File: src/rtl/mfs_pkg.sv
package mfs_pkg;
  localparam int unsigned SR_W   = 16;
  localparam int unsigned PAGE_W = 3;

  localparam int unsigned BIT_NONRES = 15;
  localparam int unsigned BIT_LEN    = 14;
  localparam int unsigned BIT_RO     = 13;
  localparam int unsigned BIT_TRAP   = 12;
  localparam int unsigned BIT_TEN    = 9;
  localparam int unsigned BIT_DONE   = 7;
  localparam int unsigned BIT_MODE   = 5;
  localparam int unsigned BIT_SPACE  = 4;
  localparam int unsigned BIT_PAGE   = 1;
  localparam int unsigned BIT_RELOC  = 0;

  typedef enum logic [1:0] {
    MODE_KERNEL = 2'b00,
    MODE_SUPER  = 2'b01,
    MODE_BAD    = 2'b10,
    MODE_USER   = 2'b11
  } acc_mode_e;

  typedef struct packed {
    acc_mode_e         mode;
    logic              space;
    logic [PAGE_W-1:0] page;
  } fault_ctx_t;

  typedef struct packed {
    logic nonres;
    logic len;
    logic ro;
  } fault_cause_t;
endpackage

File: src/rtl/mfs_fault_log.sv
module mfs_fault_log
  import mfs_pkg::*;
(
  input  logic         clk,
  input  logic         rst_n,
  input  logic         acc_valid,
  input  logic         flt_nonres,
  input  logic         flt_len,
  input  logic         flt_ro,
  input  fault_ctx_t   acc_ctx,
  input  logic         wr_en,
  input  fault_cause_t wr_cause,
  input  fault_ctx_t   wr_ctx,
  output fault_cause_t cause,
  output fault_ctx_t   ctx,
  output logic         fault_hit,
  output logic         abort_pulse
);
  fault_cause_t new_cause, base_cause, cause_d;
  fault_ctx_t   base_ctx, ctx_d;
  logic         illegal;

  always_comb begin
    illegal          = (acc_ctx.mode == MODE_BAD);
    new_cause.nonres = acc_valid & (flt_nonres | illegal);
    new_cause.len    = acc_valid & flt_len;
    new_cause.ro     = acc_valid & flt_ro;
    fault_hit        = |new_cause;
    // a same-cycle write is applied first, hardware events on top
    base_cause = wr_en ? wr_cause : cause;
    base_ctx   = wr_en ? wr_ctx   : ctx;
    cause_d    = fault_cause_t'(base_cause | new_cause);
    // context only follows the first fault after the causes were cleared
    ctx_d      = (fault_hit && (base_cause == '0)) ? acc_ctx : base_ctx;
  end

  always_ff @(posedge clk) begin
    if (!rst_n) begin
      cause       <= '0;
      ctx         <= '0;
      abort_pulse <= 1'b0;
    end else begin
      cause       <= cause_d;
      ctx         <= ctx_d;
      abort_pulse <= fault_hit;
    end
  end
endmodule

File: src/rtl/mfs_trap_ctl.sv
module mfs_trap_ctl (
  input  logic clk,
  input  logic rst_n,
  input  logic pot_trap,
  input  logic instr_end,
  input  logic wr_en,
  input  logic wr_logged,
  input  logic wr_enable,
  output logic logged,
  output logic enable,
  output logic trap_pulse
);
  logic armed, armed_all, arm_now;

  always_comb begin
    // enable is sampled before any write of this cycle takes effect
    arm_now   = pot_trap & enable;
    armed_all = armed | arm_now;
  end

  always_ff @(posedge clk) begin
    if (!rst_n) begin
      logged     <= 1'b0;
      enable     <= 1'b0;
      armed      <= 1'b0;
      trap_pulse <= 1'b0;
    end else begin
      logged     <= (wr_en ? wr_logged : logged) | pot_trap;
      enable     <= wr_en ? wr_enable : enable;
      armed      <= instr_end ? 1'b0 : armed_all;
      trap_pulse <= instr_end & armed_all;
    end
  end
endmodule

File: src/rtl/mfs_ctl_bits.sv
module mfs_ctl_bits (
  input  logic clk,
  input  logic rst_n,
  input  logic wr_en,
  input  logic wr_reloc,
  input  logic fault_hit,
  input  logic instr_end,
  output logic reloc,
  output logic done
);
  always_ff @(posedge clk) begin
    if (!rst_n) begin
      reloc <= 1'b0;
      done  <= 1'b1;
    end else begin
      reloc <= wr_en ? wr_reloc : reloc;
      if (fault_hit)      done <= 1'b0;
      else if (instr_end) done <= 1'b1;
    end
  end
endmodule

File: src/rtl/mmu_fault_status.sv
module mmu_fault_status
  import mfs_pkg::*;
#(
  parameter logic [SR_W-1:0] VEC_ADDR = 16'o250
) (
  input  logic              clk,
  input  logic              rst_n,
  input  logic              acc_valid,
  input  logic              flt_nonres,
  input  logic              flt_len,
  input  logic              flt_ro,
  input  logic [1:0]        acc_mode,
  input  logic              acc_space,
  input  logic [PAGE_W-1:0] acc_page,
  input  logic              pot_trap,
  input  logic              instr_end,
  input  logic              reg_wr,
  input  logic [SR_W-1:0]   reg_wdata,
  output logic [SR_W-1:0]   reg_rdata,
  output logic              reloc_en,
  output logic              abort_req,
  output logic              trap_req,
  output logic [SR_W-1:0]   vec_addr
);
  localparam int unsigned CTX_W = $bits(fault_ctx_t);

  fault_ctx_t   acc_ctx, wr_ctx, ctx;
  fault_cause_t wr_cause, cause;
  logic         fault_hit, trap_logged, trap_en, done, reloc;
  logic         wdata_unused;

  assign acc_ctx  = fault_ctx_t'({acc_mode, acc_space, acc_page});
  assign wr_ctx   = fault_ctx_t'(reg_wdata[BIT_PAGE +: CTX_W]);
  assign wr_cause = fault_cause_t'(reg_wdata[BIT_RO +: 3]);
  assign wdata_unused = ^{reg_wdata[11:10], reg_wdata[8], reg_wdata[BIT_DONE]};

  mfs_fault_log u_log (
    .clk        (clk),
    .rst_n      (rst_n),
    .acc_valid  (acc_valid),
    .flt_nonres (flt_nonres),
    .flt_len    (flt_len),
    .flt_ro     (flt_ro),
    .acc_ctx    (acc_ctx),
    .wr_en      (reg_wr),
    .wr_cause   (wr_cause),
    .wr_ctx     (wr_ctx),
    .cause      (cause),
    .ctx        (ctx),
    .fault_hit  (fault_hit),
    .abort_pulse(abort_req)
  );

  mfs_trap_ctl u_trap (
    .clk       (clk),
    .rst_n     (rst_n),
    .pot_trap  (pot_trap),
    .instr_end (instr_end),
    .wr_en     (reg_wr),
    .wr_logged (reg_wdata[BIT_TRAP]),
    .wr_enable (reg_wdata[BIT_TEN]),
    .logged    (trap_logged),
    .enable    (trap_en),
    .trap_pulse(trap_req)
  );

  mfs_ctl_bits u_ctl (
    .clk      (clk),
    .rst_n    (rst_n),
    .wr_en    (reg_wr),
    .wr_reloc (reg_wdata[BIT_RELOC]),
    .fault_hit(fault_hit),
    .instr_end(instr_end),
    .reloc    (reloc),
    .done     (done)
  );

  always_comb begin
    reg_rdata                       = '0;
    reg_rdata[BIT_RO +: 3]          = cause;
    reg_rdata[BIT_TRAP]             = trap_logged;
    reg_rdata[BIT_TEN]              = trap_en;
    reg_rdata[BIT_DONE]             = done;
    reg_rdata[BIT_PAGE +: CTX_W]    = ctx;
    reg_rdata[BIT_RELOC]            = reloc;
  end

  assign reloc_en = reloc;
  assign vec_addr = VEC_ADDR;
endmodule

File: config.mk
export PLATFORM = sky130hd
export DESIGN_NAME = mmu_fault_status
export DESIGN_NICKNAME = d
export VERILOG_FILES = /design/src/rtl/mfs_pkg.sv /design/src/rtl/mfs_fault_log.sv /design/src/rtl/mfs_trap_ctl.sv /design/src/rtl/mfs_ctl_bits.sv /design/src/rtl/mmu_fault_status.sv
export SDC_FILE = /design/constraint.sdc
export NUM_CORES = 1
export LEC_CHECK = 0
export ABC_AREA = 1
export BUFFER_PORTS_ARGS = -buffer_cell sky130_fd_sc_hd__buf_2
export CAP_MARGIN = 30
export CORE_MARGIN = 2
export CORE_UTILIZATION = 37
export DETAILED_ROUTE_END_ITERATION = 6
export HOLD_SLACK_MARGIN = 0.1
export MAX_ROUTING_LAYER = met4
export PLACE_DENSITY = 0.75
export SLEW_MARGIN = 20
export SYNTH_ARGS = -nofsm -noshare
export SYNTH_HDL_FRONTEND = slang
export SYNTH_SLANG_ARGS = --single-unit
File: constraint.sdc
create_clock -name clk -period 1.2 [get_ports clk]
set_input_delay 0 -clock clk [delete_from_list [all_inputs] [get_ports clk]]
set_output_delay 0 -clock clk [all_outputs]
set_load 0.05 [all_outputs]
# Yosys cells after proc, flatten, opt, wreduce, memory -nomap -nowiden
# Index checks and enable logic that the tools add are counted.
[op_classes]
muxes = 6
reduce_logical = 6
n_eq_ne = 1
bitwise = 10
[op_table]
columns = ["cell", "count"]
rows = [
  ["6-bit 2-to-1 mux", 2],
  ["1-bit AND", 5],
  ["2-bit nonzero test", 2],
  ["3-bit logical NOT", 1],
  ["1-bit 2-to-1 mux", 3],
  ["3-bit 2-to-1 mux", 1],
  ["1-bit bitwise OR", 3],
  ["3-bit bitwise OR", 1],
  ["3-bit OR reduction", 1],
  ["2-bit == test, second input constant", 1],
  ["2-bit OR reduction", 1],
  ["1-bit logical AND", 1],
  ["1-bit NOT", 1],
]
[word_totals]
register_bits = 16
elab_cells = 36
in_bits = 31

# Depth between registers and ports, before layout
# Gate-level depths: netlist of run 1.
[depth]
ltp_word = 6
depth_mapped = 10

# Modules after synthesis
# Synthesis of run 1 repeated with hierarchy kept, for this count alone.
[unflattened]
hier_cells = 141
area_unflattened_um2 = 984.7
[by_module_without_submodules]
columns = ["module", "cells_each", "area_per_inst_um2", "instances", "seq_area_each_um2"]
rows = [
  ["mfs_fault_log", 86, 588.1, 1, 200.2],
  ["mmu_fault_status", 25, 180.2, 1, 0.0],
  ["mfs_trap_ctl", 21, 146.4, 1, 80.1],
  ["mfs_ctl_bits", 9, 70.1, 1, 40.0],
]

# Worst setup path after synthesis of run 1
# Ideal clock, no wire load.
[synth_timing]
path_kind = "register to register"
from = "register u_log.cause[0] (netlist name)"
to = "register u_log.ctx[0] (netlist name)"
setup_time_ns = 0.069
t_arrival_ns = 1.431
synth_period_minus_slack_ns = 1.500
stages_incl_launch_ff = 10
t_required_ns = 1.131
path_buffers = 1
slack_ns = -0.300
path_cell_list = "dfxtp_1 > inv_1 > nand2_1 > nand2_1 > nand2_1 > nor2_8 > nand2_4 > buf_6 > nand3_1 > a21oi_2"
[synth_via]
elab_chain_cells = 4
elab_cells_between_ends = 5
classes_between = "mux: 2; reduce/logical: 3"
[synth_rtl]
columns = ["element", "line", "rtl"]
rows = [
  ["3-bit 2-to-1 mux *", "mfs_fault_log.sv:30", "base_cause = wr_en ? wr_cause : cause;"],
  ["3-bit logical NOT *", "mfs_fault_log.sv:34", "ctx_d = (fault_hit && (base_cause == '0)) ? acc_ctx : base_ctx;"],
  ["1-bit logical AND *", "mfs_fault_log.sv:34", ""],
  ["6-bit 2-to-1 mux or 2-bit nonzero test (tied branches)", "n/a", ""],
]
# Every way passes the cells marked *; elsewhere a longest branch is shown, timed or not.
# A chain may end at the register's enable or synchronous reset.

# Final worst setup path of run 1
[layout_timing]
from = "register u_log.cause[2] (netlist name)"
to = "register u_log.ctx[4] (netlist name)"
[layout_via]
elab_chain_cells = 4
elab_cells_between_ends = 5
classes_between = "mux: 2; reduce/logical: 3"
[layout_rtl]
columns = ["element", "line"]
rows = [
  ["3-bit 2-to-1 mux *", "mfs_fault_log.sv:30"],
  ["3-bit logical NOT *", "mfs_fault_log.sv:34"],
  ["1-bit logical AND *", "mfs_fault_log.sv:34"],
  ["6-bit 2-to-1 mux or 2-bit nonzero test (tied branches)", "n/a"],
]
# Marks and branches as above.

==> flow_summary.json, run 1 <==
{
  "synth_compound_area_share_pct": 9.50,
  "grt_max_degree": 13,
  "synth_common_cells": "nand2_1, buf_4, dfxtp_1, inv_1, nand3_1",
  "ant_nets": 0,
  "startpoint_type": "flip-flop",
  "finalSetupViolCount": 5,
  "clk_pin_slew_ps": 110,
  "synth_top_area_share_pct": 32.9,
  "synth_area_sq_um": 975,
  "critPathKind": "flip-flop to flip-flop",
  "finalHoldViolations": 0,
  "syn_avg_cell_area_sq_um": 7.27,
  "io_pins": 66,
  "insertion_delay_ps": 290,
  "h-tree-depth": 1,
  "power_switching_share_pct": 40.9,
  "min_path_type": "primary input to flip-flop",
  "wl_met3_um": 172,
  "seqPwrFrac_pct": 37.0,
  "end_kind": "flip-flop",
  "cts_buffer_depth": 2,
  "dr.pass1.iters": 4,
  "p_sw_uw": 655,
  "drc": 0,
  "ys_ff_latch": 16,
  "drt-wirelength-per-cell_um": 11.0,
  "p_clk_share_pct": 22.9,
  "portBuffers": 42,
  "setup_slack_ps": -32.3,
  "ys_seq_area_share_pct": 32.9,
  "synth-adder-area-share_pct": 0,
  "die_h_um": 55.3,
  "max_freq_mhz": 812,
  "dr_total_vias": 989,
  "muxShareOfSynthArea_pct": 0,
  "wl_met2_um": 1330,
  "vias_per_cell": 4.30,
  "yosys.area.top_type": "dfxtp_1",
  "cts.sinks": 16,
  "drt_wl_total_um": 2530,
  "synth-simple-area-share_pct": 30.3,
  "yosys_warnings": 0,
  "power.leakage_nw": 0.791,
  "final_layout_size_suffix_gt1_share_pct": 41.0,
  "synth-xor-area-share_pct": 0,
  "cap_violations": 0,
  "grt_usage_pct": 16.9,
  "finalCritPeriodShare_pct": 103,
  "pwr-share-comb_pct": 40.1,
  "core_sq_um": 2480,
  "synth-edff-count": 0,
  "grt_pass1_wl_um": 4040,
  "synth_top_flop_cell": "dfxtp_1",
  "p_int_uw": 946,
  "num-nets-final": 232,
  "finalWeightedCongestion": 0.768,
  "synth_most_common_cell": "nand2_1",
  "status": "finished with violations",
  "min_period_ps": 1230,
  "synth_area_leaders": "dfxtp_1, buf_4, nand2_1",
  "cp_data_required_time_ps": 1430,
  "place_hpwl_um": 1570,
  "overflow": 0,
  "grt_antenna_before_repair": 0,
  "fin_tns_setup_ps": -91.7,
  "num_antenna_cells": 0,
  "ir_drop_mv": 0.642,
  "critical_path.max_fanout": 8,
  "cts_tree": "built",
  "cts_root_buf": "clkbuf_4",
  "rsz0062_at_grt": "true",
  "area_delta_synth_final_pct": 51.2,
  "filler_cell_count": 237,
  "async_flop_share_pct": 0,
  "synth_top_family_by_area": "simple AND/OR/NAND/NOR gates",
  "dieArea_sq_um": 3060,
  "met1_length_um": 1000,
  "highest_layer": "met4",
  "die_x_um": 55.3,
  "p_per_area_nw_per_um2": 1090,
  "cts_buffers": 3,
  "crit_arrival_ps": 1460,
  "skew_ps": 10.7,
  "slew_violations": 0,
  "initial_core_util_pct": 39.3,
  "syn_inst": 134,
  "rows": 18,
  "hold_ws_ps": 101,
  "ys_types": 19,
  "drt_iter0_drc": 27,
  "violations": "negative setup slack",
  "grt_pass1_vias": 922
}
[repair_timing]
item | CTS | global route
cloned | 0 | 1
endpoints found under the hold margin | 16 | 0
gates resized for setup | 2 | 11
setup endpoints to repair | 5 | 8
hold buffers | 26 | 0
pin swaps | 0 | 3
setup buffers | 0 | 2
[placed cells by master (no fill, tap or decap)]
cell,instances
nand2_1,22
o21ai_1,1
nor3_1,2
o21ai_0,2
buf_4,4
dlygate4sd3_1,25
clkbuf_8,1
inv_2,3
a21oi_2,5
dfxtp_2,1
nor2_8,1
dfxtp_4,2
o21bai_1,1
conb_1,19
clkbuf_4,3
dfxtp_1,13
inv_1,11
nand3_1,10
nor2_1,6
nand2_4,5
a21oi_1,6
nand2_8,1
nand3_2,3
buf_2,42
nand2_2,11
[per-stage QoR]
step	total power [mW]	util (%)	instance area, sq um	cells	setup WS (ps)
after floorplan	1.09	-	1050	151	-34.0
after global placement	1.13	44.8	1110	198	19.7
after detailed placement	1.13	44.8	1110	198	1.60
after CTS	1.57	57.3	1420	228	-6.53
after global routing	1.69	59.5	1470	230	-120
final	1.60	59.5	1470	230	-32.3
[path summary, 6_finish.rpt]
path | from | to | slack [ps] | cells past startpoint
setup reg to reg | u_log.cause[2]$_SDFF_PN0_ | u_log.ctx[4]$_SDFFE_PN0P_ | -30 | 9
hold reg to reg | u_trap.armed$_SDFF_PP0_ | u_trap.trap_pulse$_SDFF_PN0_ | 460 | 2
hold / removal | reg_wr | u_ctl.reloc$_SDFFE_PN0P_ | 100 | 4
setup / recovery | u_log.cause[2]$_SDFF_PN0_ | u_log.ctx[4]$_SDFFE_PN0P_ | -30 | 9
[sequential cells by signal (all words and copies together) (netlist names)]
name and cells:
u_trap.armed 1, u_log.ctx 6, u_ctl.done 1, u_ctl.reloc 1, u_log.abort_pulse 1, u_log.cause 3, u_trap.trap_pulse 1, u_trap.enable 1
u_trap.logged 1
[final cells by class]
type	instances	area, sq um	area share (%)
clock buffers	4	36.3	2.46
inverters	14	52.6	3.57
multi-input cells	95	528	35.8
flip-flops and latches	16	329	22.3
well taps	30	37.5	2.55
repair buffers	71	490	33.3
[power groups by stage]
stage                     Combinational [mW]  Clock, mW  Sequential, mW
after floorplan                        0.379          0           0.711
after global placement                 0.527          0           0.602
after detailed placement               0.530          0           0.603
after CTS                              0.605      0.370           0.591
after global routing                   0.682      0.407           0.599
final                                  0.642      0.366           0.592
[worst max-delay path, stage by stage (launching register included)]
cell and delay [ps]:
dfxtp_4 360, inv_2 40, nand2_2 50, nand2_2 90, nand2_4 70, nor2_8 200, nand2_8 100, nand2_4 90
nand2_2 50, a21oi_2 130
[kinds of logic after synthesis]
group,after synthesis
simple gates,60
compound gates,15
buf+inv,41
flops,16
other cells,2
[per-layer routing]
layer | track usage, % | vias up
li1 | - | 508
met1 | 17.5 | 428
met2 | 31.1 | 49
met3 | 3.98 | 4
met4 | 5.23 | 0
met5 | - | -
(Power assumes the default switching activity.)
==> inputs of run 2 (changes only) <==
Settings changed: MAX_ROUTING_LAYER met4 to not set.
==> run 2 against run 1 <==
Fmax is 0.11% higher. Sequential power hardly changed. The run still ends with negative setup slack left. Global-route usage is 0.46 points lower. Design area stayed put. Critical endpoint unchanged. Largest power group unchanged.
==> flow_summary.json, run 2 (synthesized netlist as in run 1, its figures left out) <==
{
  "initial_core_util_pct": 39.3,
  "drt_iter0_drc": 29,
  "finalWeightedCongestion": 0.758,
  "rsz0062_at_grt": "true",
  "h-tree-depth": 1,
  "grt_pass1_wl_um": 4030,
  "cts_buffer_depth": 2,
  "top_register": "u_log.ctx",
  "skew_ps": 7.86,
  "fin_area_sq_um": 1470,
  "grt_usage_pct": 16.4,
  "dieArea_sq_um": 3060,
  "slew_violations": 0,
  "min_period_ps": 1230,
  "core_sq_um": 2480,
  "grt_pass1_vias": 922,
  "filler_cell_count": 237,
  "finalSetupViolCount": 5,
  "finalCritPeriodShare_pct": 103,
  "portBuffers": 42,
  "cpPeakStageDelay_ps": 360,
  "overflow": 0,
  "largest_reg_flops": 6,
  "io_pins": 66,
  "worstPathCellList": "inv_2 -> nand2_2 -> nand2_2 -> nand2_4 -> nor2_8 -> nand2_8 -> nand2_4 -> nand2_2 -> a21oi_2",
  "cts_buffers": 3,
  "layout_common_cells": "buf_2, dlygate4sd3_1, nand2_1",
  "num-nets-final": 232,
  "p_per_area_nw_per_um2": 1080,
  "insertion_delay_ps": 290,
  "finalHoldViolations": 0,
  "violations": "negative setup slack",
  "largestRegisters": "u_log.ctx x6, u_log.cause x3",
  "placedCellCount": 198,
  "cp_data_required_time_ps": 1430,
  "ant_nets": 0,
  "ir_drop_mv": 0.635,
  "dr_total_vias": 1005,
  "crit_arrival_ps": 1460,
  "cts_root_buf": "clkbuf_4",
  "mostFrequentLayoutCell": "buf_2",
  "die_h_um": 55.3,
  "setup_slack_ps": -30.9,
  "cap_violations": 0,
  "final_core_util_pct": 59.5,
  "min_path_type": "primary input to flip-flop",
  "max_freq_mhz": 812,
  "status": "finished with violations",
  "grt_antenna_before_repair": 0,
  "die_x_um": 55.3,
  "drc": 0,
  "critical_path.max_fanout": 8,
  "fin_cells": 230,
  "drt_wl_total_um": 2520,
  "dr.pass1.iters": 4,
  "path_buf_inv": 1,
  "place_hpwl_um": 1570,
  "grt_max_degree": 13,
  "place_area_sq_um": 1110,
  "clk_pin_slew_ps": 100,
  "cts_tree": "built",
  "final_layout_size_suffix_gt1_share_pct": 41.0,
  "fin_tns_setup_ps": -76.7,
  "rows": 18,
  "end_kind": "flip-flop",
  "critPathKind": "flip-flop to flip-flop",
  "area_delta_synth_final_pct": 51.2,
  "startpoint_type": "flip-flop",
  "vias_per_cell": 4.37,
  "power.leakage_nw": 0.791,
  "crit_slowest_cell": "dfxtp_4",
  "num_antenna_cells": 0,
  "crit_family": "simple AND/OR/NAND/NOR gates",
  "cpMostUsedCell": "nand2_2",
  "drt-wirelength-per-cell_um": 11.0,
  "cts.sinks": 16
}
[run 2: where the power goes]
| part | switching, mW | total [mW] | internal (mW) | leakage (nW) |
|---|---|---|---|---|
| clock network | 0.179 | 0.364 | 0.185 | 0.0210 |
| logic | 0.452 | 0.642 | 0.190 | 0.636 |
| registers | 0.0214 | 0.592 | 0.571 | 0.134 |
[run 2: repair_timing]
action,4_1_cts,5_1_grt
endpoints found under the setup margin,5,8
cloned,0,1
resized for setup,2,11
pin swaps,0,3
hold buffers,26,0
buffers inserted,0,2
hold endpoints to repair,16,0
[run 2: per-stage QoR]
stage          hold WS [ps]  total power, mW  setup WS, ps
6_report                106             1.60         -30.9
5_1_grt                 168             1.69          -120
2_1_floorplan          79.3             1.09         -34.0
3_5_place_dp            207             1.13          1.60
3_3_place_gp            205             1.13          19.7
4_1_cts                72.0             1.57         -6.53
[run 2: layout make-up]
class	instances	area [sq um]	share of cell area [%]
multi-input cells	95	528	35.8
inverters	14	52.6	3.57
well taps	30	37.5	2.55
repair buffers	71	490	33.3
flip-flops and latches	16	329	22.3
clock buffers	4	36.3	2.46
[run 2: worst register-to-register path, cell delays in order (launching register included)]
cell	delay, ps
dfxtp_4	360
inv_2	40
nand2_2	40
nand2_2	90
nand2_4	70
nor2_8	200
nand2_8	100
nand2_4	90
nand2_2	40
a21oi_2	130
[run 2: layer usage]
| metal | track usage, % | vias up | share of wire (%) | wire length [um] |
|---|---|---|---|---|
| met5 | 0 | - | 0 | 0 |
| met4 | 5.23 | 0 | 1.7 | 42 |
| met3 | 3.98 | 6 | 6.9 | 173 |
| met2 | 31.1 | 52 | 52 | 1320 |
| met1 | 17.5 | 436 | 39 | 984 |
| li1 | - | 511 | - | - |
[run 2: path summary, 6_finish.rpt]
path	startpoint	depth (start not counted)	to	slack (ps)
max	u_log.cause[2]$_SDFF_PN0_	9	u_log.ctx[4]$_SDFFE_PN0P_	-30
min	reg_wr	4	u_ctl.reloc$_SDFFE_PN0P_	110
max reg2reg	u_log.cause[2]$_SDFF_PN0_	9	u_log.ctx[4]$_SDFFE_PN0P_	-30
min reg2reg	u_trap.armed$_SDFF_PP0_	2	u_trap.trap_pulse$_SDFF_PN0_	460
==> inputs of run 3 (changes only) <==
Settings changed: PLACE_DENSITY 0.75 to 0.76.
==> run 3 against run 2 <==
Largest power group unchanged. Count of clock-buffer cells in the layout is the same. The run still ends with negative setup slack left. Cell count did not move. Largest cell class unchanged. Clock skew down 3.8 ps. Highest routed layer unchanged.
==> flow_summary.json, run 3 (synthesized netlist as in run 1, its figures left out) <==
{
  "grt_pass1_vias": 930,
  "startpoint_type": "flip-flop",
  "grt_max_degree": 12,
  "finalHoldViolations": 0,
  "multiInputGateArea_sq_um": 523,
  "cts_buffer_depth": 2,
  "insertion_delay_ps": 280,
  "min_path_type": "primary input to flip-flop",
  "num-nets-final": 232,
  "dr_total_vias": 983,
  "die_h_um": 55.3,
  "num_antenna_cells": 0,
  "setup_slack_ps": -23.3,
  "vias_per_cell": 4.27,
  "drt-wirelength-per-cell_um": 10.3,
  "cts_tree": "built",
  "drt_iter0_drc": 9,
  "grt_pass1_wl_um": 4050,
  "ir_drop_mv": 0.644,
  "violations": "negative setup slack",
  "critPathKind": "flip-flop to flip-flop",
  "cap_violations": 0,
  "h-tree-depth": 1,
  "final_core_util_pct": 59.2,
  "dr.pass1.iters": 4,
  "largestRegisters": "u_log.ctx x6, u_log.cause x3",
  "die_x_um": 55.3,
  "rows": 18,
  "overflow": 0,
  "grt_antenna_before_repair": 0,
  "slew_violations": 0,
  "power.leakage_nw": 0.791,
  "skew_ps": 4.11,
  "grt_usage_pct": 16.3,
  "core_sq_um": 2480,
  "clk_pin_slew_ps": 100,
  "initial_core_util_pct": 39.3,
  "finalWeightedCongestion": 0.797,
  "portBuffers": 42,
  "dp_slack_ps": -0.467,
  "place_hpwl_um": 1560,
  "cts_buffers": 3,
  "finalSetupViolCount": 3,
  "final_layout_size_suffix_gt1_share_pct": 42.0,
  "mostFrequentLayoutCell": "buf_2",
  "area_delta_synth_final_pct": 50.4,
  "drt_wl_total_um": 2370,
  "rsz0062_at_grt": "true",
  "status": "finished with violations",
  "filler_cell_count": 246,
  "finalCritPeriodShare_pct": 102,
  "top_register": "u_log.ctx",
  "io_pins": 66,
  "cp_data_required_time_ps": 1420,
  "cts.sinks": 16,
  "crit_arrival_ps": 1440,
  "max_freq_mhz": 817,
  "p_per_area_nw_per_um2": 1080,
  "largest_reg_flops": 6,
  "cts_root_buf": "clkbuf_4",
  "ant_nets": 0,
  "end_kind": "flip-flop",
  "dieArea_sq_um": 3060,
  "final-seq-area_sq_um": 329,
  "min_period_ps": 1220,
  "critical_path.max_fanout": 8,
  "drc": 0,
  "layout_common_cells": "buf_2, dlygate4sd3_1, nand2_1"
}
run 3: changes by cell type in the layout (fill, tap and decap cells not counted), sizes merged:
cell | before | now
buf | 46 | 47
dlygate4sd3 | 25 | 24
run 3: worst max-delay path, cell delays in order (launching register included):
cell,delay (ps)
dfxtp_4,350
inv_2,50
nand2_2,50
nand2_2,90
nand2_4,70
nor2_8,180
nand2_8,90
nand2_2,90
nand2_2,50
a21oi_2,130
run 3: cell type report:
cell class	instances	share of cell area, %
inverters	14	3.58
well taps	30	2.56
clock buffers	4	2.47
flip-flops and latches	16	22.4
repair buffers	71	33.3
multi-input cells	95	35.7
run 3: layer usage:
metal,vias up,wire length [um],global-route usage (%)
li1,515,-,-
met1,420,914,18.1
met2,46,1250,30.4
met3,2,189,3.51
met4,0,19,5.23
met5,-,0,0
run 3: path summary, 6_finish.rpt:
check                            endpoint                       from  slack (ps)  cells after the start
max reg2reg     u_log.ctx[4]$_SDFFE_PN0P_  u_log.cause[2]$_SDFF_PN0_         -20                      9
min             u_log.cause[0]$_SDFF_PN0_                  acc_valid          30                      5
min reg2reg  u_trap.trap_pulse$_SDFF_PN0_    u_trap.armed$_SDFF_PP0_         470                      2
max             u_log.ctx[4]$_SDFFE_PN0P_  u_log.cause[2]$_SDFF_PN0_         -20                      9
run 3: power breakdown:
part | leakage (nW) | total, mW | internal [mW] | switching [mW]
clock network | 0.0210 | 0.356 | 0.185 | 0.171
registers | 0.134 | 0.591 | 0.571 | 0.0201
logic | 0.636 | 0.637 | 0.189 | 0.447
total | 0.791 | 1.58 | 0.944 | 0.639
run 3: timing repair:
item | in CTS | in global routing
resized for setup | 3 | 10
hold buffers | 25 | 0
pin swaps | 0 | 5
setup buffers | 0 | 2
cloned | 1 | 0
endpoints found under the setup margin | 6 | 9
endpoints found under the hold margin | 16 | 0
run 3: stage by stage:
| step | cell area (sq um) | hold WS (ps) | instances | total power [mW] | setup TNS (ps) |
|---|---|---|---|---|---|
| 2_1_floorplan | 1050 | 79.3 | 151 | 1.09 | -166 |
| 3_3_place_gp | 1120 | 202 | 199 | 1.13 | 0 |
| 3_5_place_dp | 1120 | 212 | 199 | 1.14 | -0.467 |
| 4_1_cts | 1430 | 53.1 | 229 | 1.57 | 0 |
| 5_1_grt | 1470 | 112 | 230 | 1.68 | -699 |
| 6_report | 1470 | 33.5 | 230 | 1.58 | -34.2 |
